**config.mk**
```make
export PLATFORM = sky130hd
export DESIGN_NAME = resume_rst_gen
export DESIGN_NICKNAME = d
export VERILOG_FILES = /design/src/rtl/rwr_pkg.sv /design/src/rtl/rwr_sync.sv /design/src/rtl/rwr_delay.sv /design/src/rtl/resume_rst_gen.sv
export SDC_FILE = /design/constraint.sdc
export NUM_CORES = 1
export LEC_CHECK = 0
export ABC_AREA = 1
export CAP_MARGIN = 20
export CORE_AREA = 2 2 49 51
export DETAILED_ROUTE_END_ITERATION = 8
export DIE_AREA = 0 0 51 53
export PLACE_DENSITY = 0.65
export SYNTH_ARGS = -nofsm -noshare
export SYNTH_HDL_FRONTEND = slang
export SYNTH_SLANG_ARGS = --single-unit
```
**constraint.sdc**
```tcl
create_clock -name clk -period 1.9 [get_ports clk]
set_clock_uncertainty 0.1 [all_clocks]
set_input_delay 0.38 -clock clk [delete_from_list [all_inputs] [get_ports clk]]
set_output_delay 0.38 -clock clk [all_outputs]
set_load 0.1 [all_outputs]
```
**src/rtl/rwr_pkg.sv**
```systemverilog
// Shared constants and helpers for the resume-well reset generator.
// Assumes the delay is expressed as clock kHz times milliseconds.
package rwr_pkg;

    localparam int unsigned RWR_SYNC_STAGES_DEFAULT = 2;

    // Number of reference-clock cycles that make up the release delay.
    function automatic int unsigned rwr_delay_cycles(input int unsigned clk_khz,
                                                     input int unsigned delay_ms);
        return clk_khz * delay_ms;
    endfunction

endpackage

```
**src/rtl/rwr_sync.sv**
```systemverilog
// Synchronises the rising edge of an asynchronous supply-good level into
// the clock domain. The chain is cleared asynchronously the moment the
// supply-good level drops, so no dip is missed, and it fills with ones on
// successive edges once the level is high again.
// Assumes STAGES >= 1.
module rwr_sync #(
    parameter int unsigned STAGES = 2
) (
    input  logic clk,
    input  logic rst_n,
    input  logic arm_n,
    output logic level_q
);

    generate
        if (STAGES == 1) begin : g_single
            logic stage_q;
            // Single-stage capture of the supply-good level.
            always_ff @(posedge clk or negedge arm_n) begin
                if (!arm_n) begin
                    stage_q <= 1'b0;
                end else if (!rst_n) begin
                    stage_q <= 1'b0;
                end else begin
                    stage_q <= 1'b1;
                end
            end
            assign level_q = stage_q;
        end else begin : g_chain
            logic [STAGES-1:0] chain_q;
            // Shift ones in while the supply is good; clear at once on a dip.
            always_ff @(posedge clk or negedge arm_n) begin
                if (!arm_n) begin
                    chain_q <= '0;
                end else if (!rst_n) begin
                    chain_q <= '0;
                end else begin
                    chain_q <= {chain_q[STAGES-2:0], 1'b1};
                end
            end
            assign level_q = chain_q[STAGES-1];
        end
    endgenerate

endmodule

```
**src/rtl/rwr_delay.sv**
```systemverilog
// Counts clock cycles while the synchronised supply-good level is high and
// raises a completion flag after TERM cycles. Both the count and the flag
// clear asynchronously on a supply dip and synchronously when the
// synchronised level is low or rst_n is low.
// Assumes TERM >= 1.
module rwr_delay #(
    parameter int unsigned TERM = 8
) (
    input  logic clk,
    input  logic rst_n,
    input  logic arm_n,
    input  logic run,
    output logic done
);

    localparam int unsigned CW = (TERM < 2) ? 1 : $clog2(TERM + 1);
    localparam logic [CW-1:0] LAST = CW'(TERM - 1);

    logic [CW-1:0] cnt_q;
    logic          done_q;

    // Advance the count until the terminal value, then hold the flag.
    always_ff @(posedge clk or negedge arm_n) begin
        if (!arm_n) begin
            cnt_q  <= '0;
            done_q <= 1'b0;
        end else if (!rst_n || !run) begin
            cnt_q  <= '0;
            done_q <= 1'b0;
        end else if (!done_q) begin
            cnt_q <= cnt_q + 1'b1;
            if (cnt_q == LAST) begin
                done_q <= 1'b1;
            end
        end
    end

    assign done = done_q;

endmodule

```
**src/rtl/resume_rst_gen.sv**
```systemverilog
// Resume-well reset generator. Holds rsm_rst_n low until supply_ok has been
// high for DELAY_CYCLES reference-clock edges, counted from the first edge
// that sees it high. Reasserts combinationally on any drop of supply_ok and
// restarts the full delay. The synchroniser latency is subtracted from the
// counter terminal so that the total matches DELAY_CYCLES exactly.
// Assumes DELAY_CYCLES > SYNC_STAGES.
module resume_rst_gen #(
    parameter int unsigned CLK_KHZ     = 1000,
    parameter int unsigned DELAY_MS    = 32,
    parameter int unsigned SYNC_STAGES = rwr_pkg::RWR_SYNC_STAGES_DEFAULT
) (
    input  logic clk,
    input  logic rst_n,
    input  logic supply_ok,
    output logic rsm_rst_n
);

    localparam int unsigned DELAY_CYCLES = rwr_pkg::rwr_delay_cycles(CLK_KHZ, DELAY_MS);
    localparam int unsigned COUNT_TERM   = DELAY_CYCLES - SYNC_STAGES;

    logic supply_sync;
    logic released;

    rwr_sync #(
        .STAGES (SYNC_STAGES)
    ) u_sync (
        .clk     (clk),
        .rst_n   (rst_n),
        .arm_n   (supply_ok),
        .level_q (supply_sync)
    );

    rwr_delay #(
        .TERM (COUNT_TERM)
    ) u_delay (
        .clk   (clk),
        .rst_n (rst_n),
        .arm_n (supply_ok),
        .run   (supply_sync),
        .done  (released)
    );

    // Release needs the finished count; assertion follows the supply at once.
    assign rsm_rst_n = released & supply_ok;

endmodule

```
# Word-level counts from Yosys, hierarchy flattened
# Index checks and enable logic that the tools add are counted.
op_classes:
  n_reduce_logical: 3
  mux: 6
  bitwise: 1
  n_eq_ne: 2
  n_addsub: 1
op_table:
  columns: ["operator", "count"]
  rows:
  - ["2-to-1 mux 15 bit", 2]
  - ["adder 15 x 1 -> 15 bit (second input constant)", 1]
  - ["equality test 15 bit (second input constant)", 1]
  - ["2-to-1 mux 1 bit", 3]
  - ["zero test 1 bit", 2]
  - ["2-to-1 mux 2 bit", 1]
  - ["!= test 2 bit (second input constant)", 1]
  - ["AND 1 bit", 1]
  - ["logical OR 1 bit", 1]
word_totals:
  wordCells: 16
  inputBits: 3
  regBits: 18
  out_inout_bits: 1

# Depth between registers and ports, before layout
# Gate-level depths: netlist (run 1).
depth:
  ltp_word: 4
  ltp_mapped: 9
  mapped_depth_nobuf: 9

# Hierarchy
# Synthesis (run 1) repeated with hierarchy kept, for this count alone.
hier_totals:
  hier_cells: 126
  area_unflattened_um2: 1002.2
modules_own_cells:
  columns: ["module", "instances", "cells_per_inst", "area_each_um2", "seq_area_each_um2"]
  rows:
  - ["rwr_delay", 1, 120, 937.1, 400.4]
  - ["rwr_sync", 1, 4, 57.6, 50.0]
  - ["resume_rst_gen", 1, 2, 7.5, 0.0]

# Least setup slack after synthesis (run 1)
# No wires, ideal clock.
synth_timing:
  path_type: "reg2out"
  from: "register u_delay.done_q, in the netlist u_delay.done"
  to: "output rsm_rst_n"
  required_ns: 1.420
  n_path_buf: 0
  arrival_time_ns: 1.030
  path_slack_ns: 0.390
  path_stages_with_launch: 3
  path_cell_list: "dfrtp_1 > nand2_1 > inv_1"
synth_between:
  elab_chain_len: 1
synth_rtl:
  columns: ["element", "line", "source"]
  rows:
  - ["from (decl)", "rwr_delay.sv:20", "logic done_q;"]
  - ["from (signal assigned)", "rwr_delay.sv:26", "done_q <= 1'b0;"]
  - ["from (signal assigned)", "rwr_delay.sv:29", "done_q <= 1'b0;"]
  - ["from (signal assigned)", "rwr_delay.sv:33", "done_q <= 1'b1;"]
  - ["AND 1 bit", "resume_rst_gen.sv:44", "assign rsm_rst_n = released & supply_ok;"]
  - ["to (decl)", "resume_rst_gen.sv:15", "output logic rsm_rst_n"]
# Every way passes these cells.

# Worst setup path in the final report (run 1)
layout_timing:
  from: "input supply_ok"
  to: "output rsm_rst_n"
layout_between:
  elab_chain_len: 1
layout_rtl:
  columns: ["element", "line", "source"]
  rows:
  - ["from (decl)", "resume_rst_gen.sv:14", "input logic supply_ok,"]
  - ["AND 1 bit", "resume_rst_gen.sv:44", null]
# Every way passes these cells.

==> results of run 1 <==
==> through the flow <==
| stage | instances | cell area, µm² | power [mW] | worst slack, ns |
|---|---|---|---|---|
| global route | 176 | 1160 | 0.690 | 0.150 |
| global placement | 172 | 1120 | 0.424 | 0.229 |
| CTS | 176 | 1160 | 0.672 | 0.208 |
| floorplan | 139 | 1030 | 0.406 | 0.390 |
| finish | 176 | 1160 | 0.665 | 0.219 |
| detailed placement | 172 | 1120 | 0.425 | 0.214 |
==> flip-flops by register name (all words and copies together) (netlist names) <==
register and count:
u_delay.done 1, u_delay.cnt_q 15, u_sync.g_chain.chain_q 2
==> area by class of cell <==
type                       instances  area (µm²)
clock buffer                       4        36.3
fill                             214         987
multi-input combinational         98         494
timing repair buffer               6        62.6
tap                               28        35.0
inverter                          22        82.6
sequential                        18         450
==> worst max-delay path by stage <==
| stage | to | cells after the start | slack, ns | from |
|---|---|---|---|---|
| finish | rsm_rst_n | 4 | 0.22 | supply_ok |
| global route | rsm_rst_n | 4 | 0.15 | supply_ok |
| CTS | rsm_rst_n | 4 | 0.21 | supply_ok |
| detailed placement | rsm_rst_n | 4 | 0.21 | supply_ok |
| global placement | rsm_rst_n | 4 | 0.23 | supply_ok |
| floorplan | rsm_rst_n | 2 | 0.39 | u_delay.done |
==> power by group through the flow <==
stage | Combinational (mW) | Clock (mW) | Sequential [mW]
after global routing | 0.0323 | 0.269 | 0.389
after global placement | 0.0285 | 0 | 0.396
after CTS | 0.0292 | 0.255 | 0.388
final | 0.0284 | 0.248 | 0.388
after floorplan | 0.0105 | 0 | 0.395
after detailed placement | 0.0291 | 0 | 0.396
==> Yosys cell counts, types with 2 or more instances <==
master	number
nor2_1	22
nand4_1	4
inv_1	16
inv_2	6
nand2_2	4
nor2_2	4
a21oi_1	4
nand3_1	5
nand2_1	38
nor2_4	3
a31oi_1	2
ha_1	2
dfrtp_1	18
==> per-layer routing <==
metal	GRT usage, %	wire [µm]	up-vias
li1	-	-	448
met1	24.7	976	421
met2	30.7	928	19
met3	3.39	80	9
met4	9.46	56	0
met5	0	0	-
==> cell families (layout without fill, tap and decap cells) <==
logic type      count (synthesis)  in the layout  synth area share [%]
simple gates                   86             86                  39.8
compound gates                 10             10                  5.56
flops                          18             18                  43.5
buf+inv                        23             32                  8.71
fa+ha+maj                       2              2                  2.42
==> critical path, cell delays in order <==
cell             delay (ns)
clkdlybuf4s50_1        0.48
nand2_1                0.05
inv_1                  0.10
buf_12                 0.18
==> flow_metrics.env, run 1 <==
export IMPL_num_io_pins=4
export IMPL_internal_power_mw=0.514
export IMPL_io_buffers=3
export IMPL_rsz0062_at_grt="no"
export IMPL_p_seq_share_pct=58.4
export IMPL_final_cell_mix="nand2_1, nor2_1, dfrtp_1, inv_1, inv_2"
export IMPL_cp_end_kind="output pin"
export IMPL_hold_violations=0
export IMPL_min_period_ns=1.68
export IMPL_via_per_inst=5.10
export IMPL_drive_gt1_share_pct=18.9
export IMPL_cts_sinks=18
export IMPL_avgRoutedWirePerCell_um=11.6
export IMPL_yosys_area_top_type_share_pct=43.5
export IMPL_worstSkewPairLatency_ns=0.30
export IMPL_drtAntennaViolNets=0
export IMPL_syn_num_nets=144
export IMPL_ys_warn_count=0
export IMPL_synth_ff_latch_count=18
export IMPL_r2r_end="u_delay.cnt_q[14]"
export IMPL_crit_type="input port to output pin"
export IMPL_final_setup_viol_count=0
export IMPL_grt_max_degree=19
export IMPL_antennaDiodeCount=0
export IMPL_fin_crit_sh_pct=88.5
export IMPL_clockPowerShare_pct=37.3
export IMPL_fp_dieW_um=51
export IMPL_cts_made_buffers=3
export IMPL_start_util_pct=48.2
export IMPL_p_per_area_nw_per_um2=573
export IMPL_max_slew_margin_rel_pct=83.9
export IMPL_root_buffer="clkbuf_4"
export IMPL_syn_avg_cell_area_um2=7.44
export IMPL_ir_drop_v=0.000433
export IMPL_tightest_slew_ns=0.241
export IMPL_drtIter0Drc=30
export IMPL_grt_pass1_wl_mm=3.70
export IMPL_r2r_start="u_delay.cnt_q[0]"
export IMPL_synth_area_top_cells="dfrtp_1, nand2_1, nor2_1, inv_1, nor2_4"
export IMPL_wirelength_mm=2.04
export IMPL_grt_antenna_before_repair=0
export IMPL_hold_class="input port to asynchronous set/reset pin"
export IMPL_max_freq_mhz=595
export IMPL_ys_flop_type="dfrtp_1"
export IMPL_vias=897
export IMPL_num_rows=17
export IMPL_ff2ff_path_depth=9
export IMPL_combinationalPowerShare_pct=4.3
export IMPL_ys_seq_area_share_pct=43.5
export IMPL_slew_viol_final=0
export IMPL_layout_commonest_cell="nand2_1"
export IMPL_dieArea_um2=2700
export IMPL_synth_edf_count=0
export IMPL_outcome="completed"
export IMPL_crit_fanout=2
export IMPL_grt_usage_pct=19.1
export IMPL_cp_arrival_ns=1.20
export IMPL_async_reset_ff_share_pct=100
export IMPL_gp_congestion=0.839
export IMPL_dp_hpwl_mm=1.50
export IMPL_cts_max_path_buffers=2
export IMPL_grt_pass1_vias=825
export IMPL_rrSetupSlack_ns=0.44
export IMPL_drcViolationCount=0
export IMPL_p_leak_nw=0.586
export IMPL_crit_path_start_kind="input port"
export IMPL_syn_to_final_growth_pct=12.2
export IMPL_gr_total_overflow=0
export IMPL_nets=154
export IMPL_tritoncts="yes"
export IMPL_die_h_um=53
export IMPL_finalSetupTns_ns=0
export IMPL_syn_inst=139
export IMPL_maxCapViolations=0
export IMPL_power_switching_share_pct=22.8
export IMPL_postLayoutCoreUtil_pct=54.0
export IMPL_cts_repair_resized=0
export IMPL_core_region_area_um2=2150
export IMPL_holdWs_ns=0.330
export IMPL_holdBufCountCts=0
export IMPL_cts_clk_slew_worst_paths_ns=0.11
export IMPL_htreeDepth=1
export IMPL_synth_largest_area_cell="dfrtp_1"
export IMPL_worstPathRequired_ns=1.42
export IMPL_switching_power_mw=0.152
export IMPL_synth_area_um2=1030
export IMPL_postCtsSetupRepairBufs=0
export IMPL_first_pass_iters=4
export IMPL_ys_types=24
Note: power is estimated with default switching activity, not from simulation.
==> run 2, diff against run 1 <==
Settings changed: CORE_AREA 2 2 49 51 to 2 2 48 50, DIE_AREA 0 0 51 53 to 0 0 50 52, PLACE_DENSITY 0.65 to 0.66, SETUP_SLACK_MARGIN from default to 0.05, SYNTH_HIERARCHICAL from default to 1.
==> run 2 against run 1 <==
Power down 1.7%. Register-to-register slack worse by 0.04 ns. Critical path depth unchanged. Core utilization down 1.1 points. Flip-flop and latch count unchanged. Sequential share of layout area up 1.6 points. Final area down 4.0%. Die area down 3.8%. Sequential power about the same. Final cell count down 8.0%. Global-route usage down 2.7 points. Critical endpoint unchanged. Largest power group unchanged.
==> flow_metrics.env, run 2 <==
export IMPL_rsz0062_at_grt="no"
export IMPL_crit_fanout=2
export IMPL_syn_to_final_growth_pct=11.2
export IMPL_postCtsSetupRepairBufs=0
export IMPL_r2r_end="u_delay/cnt_q[14]"
export IMPL_drive_gt1_share_pct=13.4
export IMPL_drtIter0Drc=13
export IMPL_hold_violations=0
export IMPL_max_slew_margin_rel_pct=78.6
export IMPL_synth_most_common_cell="nand2_1"
export IMPL_r2r_start="u_delay/cnt_q[1]"
export IMPL_grt_pass1_wl_mm=3.18
export IMPL_regMostFlops="u_delay/cnt_q"
export IMPL_rrSetupSlack_ns=0.40
export IMPL_cp_arrival_ns=1.19
export IMPL_path_delay_family="buffers and inverters"
export IMPL_fillers=192
export IMPL_cpMaxStageDelayCell="clkdlybuf4s50_1"
export IMPL_synth_edf_count=0
export IMPL_slew_viol_final=0
export IMPL_layout_commonest_cell="nand2_1"
export IMPL_p_per_area_nw_per_um2=587
export IMPL_gr_total_overflow=0
export IMPL_hold_class="input port to asynchronous set/reset pin"
export IMPL_synth_ff_latch_count=18
export IMPL_cts_max_path_buffers=2
export IMPL_final_setup_viol_count=0
export IMPL_gp_congestion=0.887
export IMPL_core_region_area_um2=2110
export IMPL_ys_top_cells_by_count="nand2_1, inv_1, dfrtp_1"
export IMPL_fin_cells=162
export IMPL_dieArea_um2=2600
export IMPL_grt_pass1_vias=729
export IMPL_outcome="completed"
export IMPL_p_leak_nw=0.579
export IMPL_ys_types=21
export IMPL_max_freq_mhz=601
export IMPL_antennaDiodeCount=0
export IMPL_synth_area_top_cells="dfrtp_1, nand2_1, inv_1, nor2_1, nand4_1"
export IMPL_crit_path_start_kind="input port"
export IMPL_wirelength_mm=1.76
export IMPL_tritoncts="yes"
export IMPL_ys_seq_area_share_pct=44.9
export IMPL_avgRoutedWirePerCell_um=10.9
export IMPL_die_h_um=52
export IMPL_first_pass_iters=4
export IMPL_fin_crit_sh_pct=87.6
export IMPL_yosys_area_top_type_share_pct=44.9
export IMPL_nets=140
export IMPL_drtAntennaViolNets=0
export IMPL_dp_cells=158
export IMPL_start_util_pct=47.6
export IMPL_cp_slowest_stage_delay_ns=0.49
export IMPL_drcViolationCount=0
export IMPL_holdWs_ns=0.350
export IMPL_htreeDepth=1
export IMPL_worstSkewPairLatency_ns=0.30
export IMPL_crit_type="input port to output pin"
export IMPL_grt_max_degree=19
export IMPL_cts_made_buffers=3
export IMPL_fp_dieW_um=50
export IMPL_final_cell_mix="nand2_1, inv_1, dfrtp_1, nor2_1, a21oi_1"
export IMPL_io_buffers=3
export IMPL_cp_end_kind="output pin"
export IMPL_via_per_inst=4.83
export IMPL_largest_register_ffs=15
export IMPL_holdBufCountCts=0
export IMPL_ys_flop_type="dfrtp_1"
export IMPL_path_cells="clkdlybuf4s50_1 -> nand2_1 -> inv_1 -> buf_12"
export IMPL_synth_area_um2=1000
export IMPL_ir_drop_v=0.000322
export IMPL_grt_antenna_before_repair=0
export IMPL_ys_warn_count=6
export IMPL_dp_hpwl_mm=1.30
export IMPL_syn_avg_cell_area_um2=7.95
export IMPL_async_reset_ff_share_pct=100
export IMPL_synth_largest_area_cell="dfrtp_1"
export IMPL_finalSetupTns_ns=0
export IMPL_syn_inst=126
export IMPL_grt_usage_pct=16.4
export IMPL_worstPathRequired_ns=1.42
export IMPL_cts_repair_resized=0
export IMPL_syn_num_nets=131
export IMPL_tightest_slew_ns=0.321
export IMPL_num_io_pins=4
export IMPL_root_buffer="clkbuf_4"
export IMPL_maxCapViolations=0
export IMPL_cts_sinks=18
export IMPL_num_rows=17
export IMPL_min_period_ns=1.67
export IMPL_critical_path_buf_inv_count=3
export IMPL_ff2ff_path_depth=8
export IMPL_cts_clk_slew_worst_paths_ns=0.10
export IMPL_vias=783
-- run 2: cell count changes after synthesis, sizes merged, moves of 2 or more --
| cell | change |
|---|---|
| nand2 | -9 |
| nor2 | -8 |
| a21oi | +3 |
| o21ai | +3 |
| nand3 | -2 |
| nand4 | +2 |
-- run 2: power breakdown --
| part | switching [mW] | internal [mW] | total [mW] |
|---|---|---|---|
| logic | 0.0165 | 0.00960 | 0.0261 |
| registers | 0.00249 | 0.386 | 0.389 |
| clock network | 0.122 | 0.117 | 0.239 |
| total | 0.141 | 0.513 | 0.654 |
-- run 2: worst max path at each step --
stage / from / endpoint / slack, ns / cells after the start
after floorplan: u_delay/done / rsm_rst_n / 0.41 / 2
after global placement: supply_ok / rsm_rst_n / 0.22 / 4
after detailed placement: rst_n / u_delay/cnt_q[2] / 0.21 / 5
after CTS: supply_ok / rsm_rst_n / 0.22 / 4
after global routing: supply_ok / rsm_rst_n / 0.14 / 4
final: supply_ok / rsm_rst_n / 0.23 / 4
-- run 2: area by class of cell --
class,count,area (µm²),area share [%]
multi-input cells,85,455,40.9
flip-flops and latches,18,450,40.4
inverters,22,82.6,7.41
repair buffers,5,55.1,4.94
clock buffers,4,36.3,3.25
well taps,28,35.0,3.14
-- run 2: kinds of logic after synthesis --
family | after synthesis | share of synthesized area, %
AOI/OAI and AO/OA | 15 | 7.99
adders and majority gates | 2 | 2.50
buffers and inverters | 23 | 9.61
DFF | 18 | 44.9
and+or+nand+nor | 68 | 35.0
-- run 2: through the flow --
| step | power [mW] | util [%] | setup WS (ns) | area, µm² |
|---|---|---|---|---|
| floorplan | 0.406 | - | 0.407 | 1000 |
| global placement | 0.423 | 51.2 | 0.220 | 1080 |
| detailed placement | 0.423 | 51.2 | 0.209 | 1080 |
| CTS | 0.664 | 52.9 | 0.217 | 1110 |
| global route | 0.682 | 52.9 | 0.142 | 1110 |
| finish | 0.654 | 52.9 | 0.235 | 1110 |
-- run 2: worst reg2reg max path: stages (launching register included) --
cell     delay (ns)
dfrtp_1        0.48
ha_1           0.24
nand2_4        0.08
nor2_8         0.16
nand2_4        0.07
nor2_4         0.09
nand2_1        0.06
nor2_1         0.08
nor2_1         0.05
-- run 2: layer usage --
metal / GRT usage (%) / vias up / share of wire, %
met5: 0 / - / 0
met4: 7.87 / 0 / 0.96
met3: 3.45 / 2 / 2.2
met2: 24.3 / 9 / 46
met1: 22.7 / 360 / 51
li1: - / 412 / -
